[config.mk]
export PLATFORM = sky130hd
export DESIGN_NAME = dir_issue_arbiter
export DESIGN_NICKNAME = d
export VERILOG_FILES = /design/src/rtl/dia_pkg.sv /design/src/rtl/dia_addr_split.sv /design/src/rtl/dia_stall_decoder.sv /design/src/rtl/dia_eligibility.sv /design/src/rtl/dir_issue_arbiter.sv
export SDC_FILE = /design/constraint.sdc
export NUM_CORES = 1
export LEC_CHECK = 0
export ABC_AREA = 1
export ABC_CLOCK_PERIOD_IN_PS = 1300
export BUFFER_PORTS_ARGS = -buffer_cell sky130_fd_sc_hd__buf_2
export CELL_PAD_IN_SITES_DETAIL_PLACEMENT = 1
export CELL_PAD_IN_SITES_GLOBAL_PLACEMENT = 1
export CORE_UTILIZATION = 24
export CTS_BUF_LIST = sky130_fd_sc_hd__clkbuf_8
export CTS_CLUSTER_DIAMETER = 120
export DETAILED_ROUTE_END_ITERATION = 10
export GPL_ROUTABILITY_DRIVEN = 0
export PLACE_DENSITY = 0.77
export SYNTH_ARGS = -nofsm -noshare
export SYNTH_HDL_FRONTEND = slang
export SYNTH_SLANG_ARGS = --single-unit
export TNS_END_PERCENT = 10
[constraint.sdc]
create_clock -name clk -period 1.3 [get_ports clk]
set_input_delay 0.13 -clock clk [delete_from_list [all_inputs] [get_ports clk]]
set_output_delay 0.13 -clock clk [all_outputs]
set_load 0.01 [all_outputs]
[src/rtl/dia_pkg.sv]
package dia_pkg;

    localparam int ST_W    = 3;
    localparam int MT_W    = 3;
    localparam int NUM_SRC = 3;
    localparam int SRC_RPL = 0;
    localparam int SRC_RSP = 1;
    localparam int SRC_REQ = 2;

    typedef enum logic [ST_W-1:0] {
        DS_N        = 3'd0,
        DS_I        = 3'd1,
        DS_S        = 3'd2,
        DS_M        = 3'd3,
        DS_SHR_WAIT = 3'd4,
        DS_M_EVICT  = 3'd5,
        DS_S_EVICT  = 3'd6,
        DS_N_FILL   = 3'd7
    } dir_state_e;

    typedef enum logic [MT_W-1:0] {
        MT_GETS = 3'd0,
        MT_GETM = 3'd1,
        MT_PUTS = 3'd2,
        MT_PUTM = 3'd3,
        MT_REPL = 3'd4,
        MT_DATA = 3'd5,
        MT_ACK  = 3'd6,
        MT_FWD  = 3'd7
    } msg_type_e;

    typedef enum logic [1:0] {
        IS_IDLE = 2'd0,
        IS_RPL  = 2'd1,
        IS_RSP  = 2'd2,
        IS_REQ  = 2'd3
    } issue_state_e;

endpackage

[src/rtl/dia_addr_split.sv]
module dia_addr_split #(
    parameter int LINE_W  = 26,
    parameter int SET_W   = 6,
    parameter int NUM_SRC = 3,
    localparam int TAG_W  = LINE_W - SET_W
) (
    input  logic [NUM_SRC*LINE_W-1:0] line_addr,
    output logic [NUM_SRC*TAG_W-1:0]  tags,
    output logic [NUM_SRC*SET_W-1:0]  sets
);

    for (genvar s = 0; s < NUM_SRC; s++) begin : g_split
        assign sets[s*SET_W +: SET_W] = line_addr[s*LINE_W +: SET_W];
        assign tags[s*TAG_W +: TAG_W] = line_addr[s*LINE_W + SET_W +: TAG_W];
    end

endmodule

[src/rtl/dia_stall_decoder.sv]
module dia_stall_decoder
    import dia_pkg::*;
(
    input  logic [ST_W-1:0] line_state,
    input  logic [MT_W-1:0] msg_type,
    input  logic            from_owner,
    output logic            stall
);

    dir_state_e st;
    msg_type_e  mt;

    assign st = dir_state_e'(line_state);
    assign mt = msg_type_e'(msg_type);

    always_comb begin
        stall = 1'b0;
        unique case (st)
            DS_N, DS_I, DS_S, DS_M: begin
                stall = 1'b0;
            end
            DS_SHR_WAIT: begin
                stall = from_owner &&
                        (mt == MT_GETS || mt == MT_GETM || mt == MT_REPL);
            end
            DS_M_EVICT, DS_S_EVICT, DS_N_FILL: begin
                stall = from_owner;
            end
        endcase
    end

endmodule

[src/rtl/dia_eligibility.sv]
module dia_eligibility (
    input  logic rq_empty,
    input  logic rsp_valid,
    input  logic req_valid,
    input  logic tbl_full,
    input  logic rpl_hit,
    input  logic req_hit,
    input  logic req_ent_valid,
    input  logic req_stall,
    input  logic s2_pending,
    input  logic s3_pending,
    input  logic fwd_net_avail,
    input  logic rsp_net_avail,
    output logic rpl_ok,
    output logic rsp_ok,
    output logic req_ok
);

    logic path_free;
    logic req_tbl_ok;

    assign path_free  = !s2_pending && !s3_pending && fwd_net_avail && rsp_net_avail;
    assign req_tbl_ok = !req_hit || !req_ent_valid || !req_stall;

    assign rpl_ok = !rq_empty && !tbl_full && !rpl_hit && path_free;
    assign rsp_ok = rsp_valid;
    assign req_ok = req_valid && !tbl_full && req_tbl_ok && path_free;

endmodule

[src/rtl/dir_issue_arbiter.sv]
module dir_issue_arbiter
    import dia_pkg::*;
#(
    parameter int ADDR_W  = 32,
    parameter int OFF_W   = 6,
    parameter int SET_W   = 6,
    parameter int TBL_N   = 8,
    parameter int NODES   = 16,
    localparam int LINE_W = ADDR_W - OFF_W,
    localparam int TAG_W  = LINE_W - SET_W,
    localparam int IDX_W  = $clog2(TBL_N),
    localparam int NODE_W = $clog2(NODES)
) (
    input  logic                      clk,
    input  logic                      rst_n,
    input  logic                      rq_empty,
    input  logic [ADDR_W-1:0]         rq_addr,
    output logic                      rq_pop,
    input  logic                      rsp_valid,
    input  logic [ADDR_W-1:0]         rsp_addr,
    input  logic [MT_W-1:0]           rsp_type,
    input  logic [NODE_W-1:0]         rsp_src,
    output logic                      rsp_ready,
    input  logic                      req_valid,
    input  logic [ADDR_W-1:0]         req_addr,
    input  logic [MT_W-1:0]           req_type,
    input  logic [NODE_W-1:0]         req_src,
    output logic                      req_ready,
    output logic [NUM_SRC*TAG_W-1:0]  lk_tag,
    output logic [NUM_SRC*SET_W-1:0]  lk_set,
    input  logic [NUM_SRC-1:0]        lk_hit,
    input  logic [NUM_SRC*IDX_W-1:0]  lk_idx,
    input  logic [NUM_SRC-1:0]        lk_ent_valid,
    input  logic [NUM_SRC*ST_W-1:0]   lk_ent_state,
    input  logic [NUM_SRC*NODE_W-1:0] lk_ent_owner,
    input  logic [NUM_SRC*NODES-1:0]  lk_ent_sharers,
    input  logic                      tbl_full,
    input  logic                      s2_pending,
    input  logic                      s3_pending,
    input  logic                      fwd_net_avail,
    input  logic                      rsp_net_avail,
    output logic                      iss_valid,
    output logic [1:0]                iss_class,
    output logic [ADDR_W-1:0]         iss_addr,
    output logic [MT_W-1:0]           iss_type,
    output logic [NODE_W-1:0]         iss_src,
    output logic                      iss_hit,
    output logic [IDX_W-1:0]          iss_idx,
    output logic                      iss_ent_valid,
    output logic [ST_W-1:0]           iss_ent_state,
    output logic [NODE_W-1:0]         iss_ent_owner,
    output logic [NODES-1:0]          iss_ent_sharers
);

    // ---------------- per-source unpacking ----------------
    logic [ADDR_W-1:0] addr_a    [NUM_SRC];
    logic [IDX_W-1:0]  idx_a     [NUM_SRC];
    logic [ST_W-1:0]   state_a   [NUM_SRC];
    logic [NODE_W-1:0] owner_a   [NUM_SRC];
    logic [NODES-1:0]  sharers_a [NUM_SRC];
    logic [NUM_SRC*LINE_W-1:0] line_flat;

    assign addr_a[SRC_RPL] = rq_addr;
    assign addr_a[SRC_RSP] = rsp_addr;
    assign addr_a[SRC_REQ] = req_addr;

    for (genvar s = 0; s < NUM_SRC; s++) begin : g_unpack
        assign idx_a[s]     = lk_idx[s*IDX_W +: IDX_W];
        assign state_a[s]   = lk_ent_state[s*ST_W +: ST_W];
        assign owner_a[s]   = lk_ent_owner[s*NODE_W +: NODE_W];
        assign sharers_a[s] = lk_ent_sharers[s*NODES +: NODES];
        assign line_flat[s*LINE_W +: LINE_W] = addr_a[s][ADDR_W-1:OFF_W];
    end

    // ---------------- lookup address split ----------------
    dia_addr_split #(
        .LINE_W  (LINE_W),
        .SET_W   (SET_W),
        .NUM_SRC (NUM_SRC)
    ) u_split (
        .line_addr (line_flat),
        .tags      (lk_tag),
        .sets      (lk_set)
    );

    // ---------------- stall decode for requests ----------------
    logic req_from_owner;
    logic req_stall;

    assign req_from_owner = (req_src == owner_a[SRC_REQ]);

    dia_stall_decoder u_stall (
        .line_state (state_a[SRC_REQ]),
        .msg_type   (req_type),
        .from_owner (req_from_owner),
        .stall      (req_stall)
    );

    // ---------------- eligibility ----------------
    logic rpl_ok, rsp_ok, req_ok;

    dia_eligibility u_elig (
        .rq_empty      (rq_empty),
        .rsp_valid     (rsp_valid),
        .req_valid     (req_valid),
        .tbl_full      (tbl_full),
        .rpl_hit       (lk_hit[SRC_RPL]),
        .req_hit       (lk_hit[SRC_REQ]),
        .req_ent_valid (lk_ent_valid[SRC_REQ]),
        .req_stall     (req_stall),
        .s2_pending    (s2_pending),
        .s3_pending    (s3_pending),
        .fwd_net_avail (fwd_net_avail),
        .rsp_net_avail (rsp_net_avail),
        .rpl_ok        (rpl_ok),
        .rsp_ok        (rsp_ok),
        .req_ok        (req_ok)
    );

    // ---------------- issue state machine ----------------
    issue_state_e state_q, state_d;

    always_comb begin
        state_d = IS_IDLE;
        if (rst_n) begin
            if (rpl_ok)      state_d = IS_RPL;
            else if (rsp_ok) state_d = IS_RSP;
            else if (req_ok) state_d = IS_REQ;
        end
    end

    always_ff @(posedge clk) begin
        if (!rst_n) state_q <= IS_IDLE;
        else        state_q <= state_d;
    end

    assign rq_pop    = (state_d == IS_RPL);
    assign rsp_ready = (state_d == IS_RSP);
    assign req_ready = (state_d == IS_REQ);

    // ---------------- payload capture ----------------
    logic [ADDR_W-1:0] sel_addr;
    logic [MT_W-1:0]   sel_type;
    logic [NODE_W-1:0] sel_src;
    int unsigned       sel_slot;

    always_comb begin
        sel_slot = SRC_RPL;
        sel_type = MT_REPL;
        sel_src  = '0;
        unique case (state_d)
            IS_IDLE, IS_RPL: begin
                sel_slot = SRC_RPL;
                sel_type = MT_REPL;
                sel_src  = '0;
            end
            IS_RSP: begin
                sel_slot = SRC_RSP;
                sel_type = rsp_type;
                sel_src  = rsp_src;
            end
            IS_REQ: begin
                sel_slot = SRC_REQ;
                sel_type = req_type;
                sel_src  = req_src;
            end
        endcase
        sel_addr = addr_a[sel_slot];
    end

    always_ff @(posedge clk) begin
        if (!rst_n) begin
            iss_addr        <= '0;
            iss_type        <= '0;
            iss_src         <= '0;
            iss_hit         <= 1'b0;
            iss_idx         <= '0;
            iss_ent_valid   <= 1'b0;
            iss_ent_state   <= '0;
            iss_ent_owner   <= '0;
            iss_ent_sharers <= '0;
        end else if (state_d != IS_IDLE) begin
            iss_addr        <= sel_addr;
            iss_type        <= sel_type;
            iss_src         <= sel_src;
            iss_hit         <= lk_hit[sel_slot];
            iss_idx         <= idx_a[sel_slot];
            iss_ent_valid   <= lk_ent_valid[sel_slot];
            iss_ent_state   <= state_a[sel_slot];
            iss_ent_owner   <= owner_a[sel_slot];
            iss_ent_sharers <= sharers_a[sel_slot];
        end
    end

    // ---------------- state-driven outputs ----------------
    always_comb begin
        iss_valid = 1'b0;
        iss_class = 2'd0;
        unique case (state_q)
            IS_IDLE: begin iss_valid = 1'b0; iss_class = 2'd0; end
            IS_RPL:  begin iss_valid = 1'b1; iss_class = 2'd1; end
            IS_RSP:  begin iss_valid = 1'b1; iss_class = 2'd2; end
            IS_REQ:  begin iss_valid = 1'b1; iss_class = 2'd3; end
        endcase
    end

    // ---------------- assertions ----------------

    one_grant_chk: assert property (@(posedge clk) disable iff (!rst_n)
        $onehot0({rq_pop, rsp_ready, req_ready}));


    rpl_gate_chk: assert property (@(posedge clk) disable iff (!rst_n)
        rq_pop |-> (!rq_empty && !tbl_full && !lk_hit[SRC_RPL] && !s2_pending &&
                    !s3_pending && fwd_net_avail && rsp_net_avail));


    req_gate_chk: assert property (@(posedge clk) disable iff (!rst_n)
        req_ready |-> (req_valid && !tbl_full && !s2_pending && !s3_pending &&
                       fwd_net_avail && rsp_net_avail));


    rsp_take_chk: assert property (@(posedge clk) disable iff (!rst_n)
        (rsp_valid && !rq_pop) |-> rsp_ready);


    iss_follow_chk: assert property (@(posedge clk) disable iff (!rst_n)
        (rq_pop || rsp_ready || req_ready) |=> iss_valid);


    iss_quiet_chk: assert property (@(posedge clk) disable iff (!rst_n)
        !(rq_pop || rsp_ready || req_ready) |=> !iss_valid);


    rsp_payload_chk: assert property (@(posedge clk) disable iff (!rst_n)
        rsp_ready |=> (iss_class == 2'd2 && iss_addr == $past(rsp_addr)));


    shr_wait_chk: assert property (@(posedge clk) disable iff (!rst_n)
        (lk_hit[SRC_REQ] && lk_ent_valid[SRC_REQ] &&
         state_a[SRC_REQ] == DS_SHR_WAIT && req_from_owner &&
         req_type == MT_GETS) |-> !req_ready);


    non_owner_chk: assert property (@(posedge clk) disable iff (!rst_n)
        (req_valid && !req_from_owner && !tbl_full && !s2_pending && !s3_pending &&
         fwd_net_avail && rsp_net_avail && !rq_pop && !rsp_valid) |-> req_ready);

endmodule

# After elaboration in Yosys (flattened, before gate mapping)
# Cells that the tools add are included.
# totals
word_cells	89
output_inout_bits	151
register_bits	69
inputBits	204
# classes
n_reduce_logical	31
muxes	29
order_cmp	2
bitwise	1
eq_ne	16
# ops
op	count
$pmux W32 S3	1
$bmux W32 S2	1
$mux W32	2
$ge A33 B3 Y1 const B	1
$not A32 Y33	1
$bmux W16 S2	1
$lt A32 B3 Y1 const B	1
$mux W16	2
$eq A3 B3 Y1 const B	5
$bmux W3 S2	2
$mux W3	4
$pmux W4 S3	1
$logic_and A1 B1 Y1	10
$pmux W3 S3	1
$bmux W4 S2	1
$eq A2 B2 Y1 const B	4
$logic_not A1 Y1	8
$mux W2	4
$mux W4	2
$pmux W2 S4	1
$eq A3 B1 Y1 const B	2
$eq A3 B2 Y1 const B	2
$logic_not A3 Y1	2
$reduce_or A3 Y1	2
11 further kinds	18

# Logic depth before layout (Yosys ltp)
# depth
word_depth	20
ltp_mapped	14
ltp_nobuf	13

# Hierarchy
# Synthesis repeated with hierarchy kept, for this count alone.
# hier_totals
cells_unflattened	956
hier_area_um2	5350.1
# by_module_without_submodules
module	cells_per_inst	seq_area_each_um2	area_per_inst_um2	n_inst
dir_issue_arbiter	858	1381.3	4683.2	1
dia_addr_split	78	0.0	585.6	1
dia_eligibility	14	0.0	57.6	1
dia_stall_decoder	6	0.0	23.8	1

# Worst setup path before layout
# No wires, ideal clock.
# synth_timing
path_kind	input-to-output
from	input port s3_pending
to	output port rq_pop
path_stages	9
required_ps	1170
path_slack_ps	-59
arrival_time_ps	1229
path_buffers	2
path_cell_list	nor2_1 -> nand3_2 -> nor3_4 -> nand3_1 -> nand2_1 -> nand2_2 -> buf_6 -> buf_4 -> nor2_1
# synth_via
elab_chain_cells	10
word_cells_on_any_way	11
classes_between	eq/ne (1); mux (4); reduce/logical (6)
# synth_rtl
element	line	rtl
start, declared	dir_issue_arbiter.sv:39	input logic s3_pending,
$logic_not A1 Y1 *	dia_eligibility.sv:22	assign path_free = !s2_pending && !s3_pending && fwd_net_avail && rsp_net_avail;
$logic_and A1 B1 Y1 * (3 in a row)	dia_eligibility.sv:22	
$logic_and A1 B1 Y1	dia_eligibility.sv:27	assign req_ok = req_valid && !tbl_full && req_tbl_ok && path_free;
$mux W2	dir_issue_arbiter.sv:128	else if (req_ok) state_d = IS_REQ;
$mux W2	dir_issue_arbiter.sv:127	else if (rsp_ok) state_d = IS_RSP;
$mux W2 *	dir_issue_arbiter.sv:126	if (rpl_ok) state_d = IS_RPL;
$mux W2 *	dir_issue_arbiter.sv:125	if (rst_n) begin
$eq A2 B1 Y1 *	dir_issue_arbiter.sv:137	assign rq_pop = (state_d == IS_RPL);
end, declared	dir_issue_arbiter.sv:18	output logic rq_pop,
# Mark *: on every way between the ends. The rest lies on a longest branch, timed or not.

# Final worst setup path
# layout_timing
from	input port s2_pending
to	output port req_ready
# layout_via
elab_chain_cells	10
word_cells_on_any_way	11
classes_between	eq/ne (1); mux (4); reduce/logical (6)
# layout_rtl
element	line	rtl
start, declared	dir_issue_arbiter.sv:38	input logic s2_pending,
$logic_not A1 Y1 *	dia_eligibility.sv:22	
$logic_and A1 B1 Y1 * (3 in a row)	dia_eligibility.sv:22	
$logic_and A1 B1 Y1	dia_eligibility.sv:27	
$mux W2	dir_issue_arbiter.sv:128	
$mux W2	dir_issue_arbiter.sv:127	
$mux W2 *	dir_issue_arbiter.sv:126	
$mux W2 *	dir_issue_arbiter.sv:125	
$eq A2 B2 Y1 *	dir_issue_arbiter.sv:139	assign req_ready = (state_d == IS_REQ);
end, declared	dir_issue_arbiter.sv:28	output logic req_ready,
# Marks and branches as above.

==> flow_summary.ini <==
[yosys]
yosysMostFrequentCell = nand2_1
synth.largest_area_cell = nand2_1
ys_seq_area_frac = 0.2662
synth_top_cells_by_count = nand2_1, nor2_1, buf_4
synth.avg_cell_area_sq_um = 5.856
synthFlopType = dfxtp_1
syn_inst = 886
ys_seq_elements = 69
syn_area_sq_mm = 0.005189
postSynthNetCount = 1090
synth_area_leaders = nand2_1, dfxtp_1, buf_4
yosysWarnings = 0
synthArstFlopShare = 0
synth_edf_count = 0
yosys.area.top_type_share = 0.3197
ys_types = 25

[drt]
drc_errors = 0
drtIter0Drc = 146
vias = 6369
wl_per_cell_microns = 15.09
met2_length_microns = 10920
drt-pass1-iter-count = 4
wl_met1_microns = 9077
vias_per_cell = 4.398
top_layer = met4
wl_met3_microns = 1573
wirelength_microns = 21850
detail-route-antenna-nets = 0

[critical_path]
cp.arrival_ns = 1.28
worstSetupPathType = in2out
cp_max_fo = 11
worstPathRequired_ns = 1.17
endpoint_kind = output pin
worstSetupStartpointType = input pin

[power_and_ir_drop]
p_leak_uw = 0.004452
power_uw = 6054
p_per_area_mw_per_mm2 = 808.3
swShare = 0.3329
internal_power_uw = 4039
ir_drop_mv = 0.3405
power_frac_comb = 0.307
power_frac_seq = 0.384
clockPowerShare = 0.308
net-switching-power_uw = 2016

[grt]
grt_start_max_net_pins = 62
first_global_vias = 6227
antenna_found_initial = 0
grtUsageTotal = 0.1799
grt_pass1_wl_microns = 31450
overflow = 0

[cts]
max-clock-path-buffers = 2
clock_sinks = 69
cts_made_buffers = 9
clock_latency_ns = 0.35
path_clk_slew_ns = 0.09
clock-root-buffer = clkbuf_8
tritoncts = yes
cts_max_level = 3

[floorplanning]
rows = 53
die_width_microns = 149.0
core_area_sq_mm = 0.02109
initial_core_util = 0.2461
dieArea_sq_mm = 0.02221
die_h_microns = 149.0
ios = 355

[sta]
tightest_slew_ns = 0.7060
period_share = 1.088
fmax_mhz = 707.1
setup_viol_count_final = 58
drv_slew = 0
fin_ws_ns = -0.1142
finalHoldViolCount = 0
slew_headroom = 0.5293
fin_crit_ns = 1.414
fin_worst_skew_ns = 0
rsz0062_at_grt = yes

[finish]
syn_to_final_growth_pct = 44.35
stdcell_area_sq_mm = 0.007490
antennaDiodeCount = 0
layout-drive-gt1-share = 0.3998
fillers = 2863
finalNetCount = 1372

[run_status]
status = finished, violations left
violations = negative setup slack

[placed_design]
place_area_sq_mm = 0.006819
pre_cts_ws_ns = -0.5452
dp_hpwl_microns = 15470
port_buffers = 354

[run]
max_cap_viol_count = 0

[worst_hold_path]
hp-class = in2reg
[stage by stage]
| stage | hold WS [ns] | instances | setup TNS, ns | utilization |
|---|---|---|---|---|
| floorplan | 0.2729 | 886 | -0.3098 | - |
| global placement | 0.4161 | 1416 | -32.83 | 0.3234 |
| detailed placement | 0.4221 | 1416 | -34.84 | 0.3234 |
| CTS | 0.02165 | 1439 | -0.7323 | 0.3409 |
| global route | 0.05123 | 1448 | -7.547 | 0.3552 |
| finish | 0.05716 | 1448 | -1.915 | 0.3552 |
[routing by layer]
metal  up-vias  global-route usage
met5         -                   0
met4         0             0.05153
met3        17             0.04587
met2       227              0.3379
met1      2949              0.1968
li1       3176                   -
[repair_timing]
| action | 4_1_cts | 5_1_grt |
|---|---|---|
| hold buffers | 0 | 0 |
| pin swaps | 6 | 19 |
| gates cloned | 2 | 7 |
| gates resized for setup | 26 | 43 |
| setup endpoints to repair | 69 | 70 |
| buffers inserted | 7 | 2 |
[state kept, by name, indices dropped and copies added (netlist names)]
signal and flops:
iss_addr 32, iss_ent_sharers 16, iss_ent_owner 4, iss_src 4, iss_ent_state 3, iss_idx 3
iss_type 3, state_q 2, iss_ent_valid 1, iss_hit 1
[final timing paths]
kind,slack [ns],endpoint,depth (start not counted),start
worst max register to register,0.58,iss_ent_sharers[4]$_SDFFE_PN0P_,3,iss_ent_sharers[4]$_SDFFE_PN0P_
worst min register to register,0.49,iss_src[2]$_SDFFE_PN0P_,2,iss_src[2]$_SDFFE_PN0P_
worst min-delay path,0.06,iss_type[2]$_SDFFE_PN0P_,3,req_type[2]
worst max-delay path,-0.11,req_ready,9,s2_pending
[power groups by stage]
stage / Clock [uW] / Combinational (uW) / Sequential [uW]
floorplan: 0 / 997 / 2440
global placement: 0 / 1750 / 2370
detailed placement: 0 / 1780 / 2370
CTS: 1970 / 1830 / 2330
global route: 2040 / 2070 / 2350
finish: 1870 / 1860 / 2330
[cells by family after synthesis]
kind of cell	after synthesis	share of synthesized area
AOI/OAI and AO/OA	18	0.02026
buffers and inverters	153	0.1886
DFF	69	0.2662
and+or+nand+nor	646	0.5250
[layout by cell type, fill, tap and decap left out]
master	n
nand2_1	433
buf_2	350
nor2_1	108
dfxtp_1	69
nand3b_1	60
buf_4	22
nor2_2	14
inv_1	11
buf_6	11
clkbuf_8	10
buf_12	9
nand3_1	8
nand2_2	7
inv_2	6
nor2_4	5
nand2_4	5
o21a_1	5
clkbuf_16	5
a21oi_1	4
o21ai_1	4
buf_16	4
a21oi_2	3
clkinvlp_4	3
buf_8	3
nand3_4	2
inv_8	2
clkinv_2	2
nor3_4	1
nand4_4	1
inv_4	1
or2_2	1
nand3_2	1
o21ai_0	1
a21boi_0	1
bufinv_16	1
[area by class of cell]
type | count | area (sq um) | area share
multi-input combinational | 664 | 2970 | 0.3966
timing repair buffer | 404 | 2501 | 0.3339
sequential | 69 | 1381 | 0.1844
tap | 275 | 344.1 | 0.04594
clock buffer | 10 | 137.6 | 0.01838
inverter | 20 | 92.59 | 0.01236
clock inverter | 6 | 62.56 | 0.008353
[worst max-delay path: stages]
cell	delay, ns
buf_6	0.09
nor2_4	0.11
nand3_4	0.10
nor3_4	0.28
buf_6	0.14
nand4_4	0.10
inv_4	0.10
buf_8	0.13
buf_6	0.10
(Power assumes the default switching activity.)
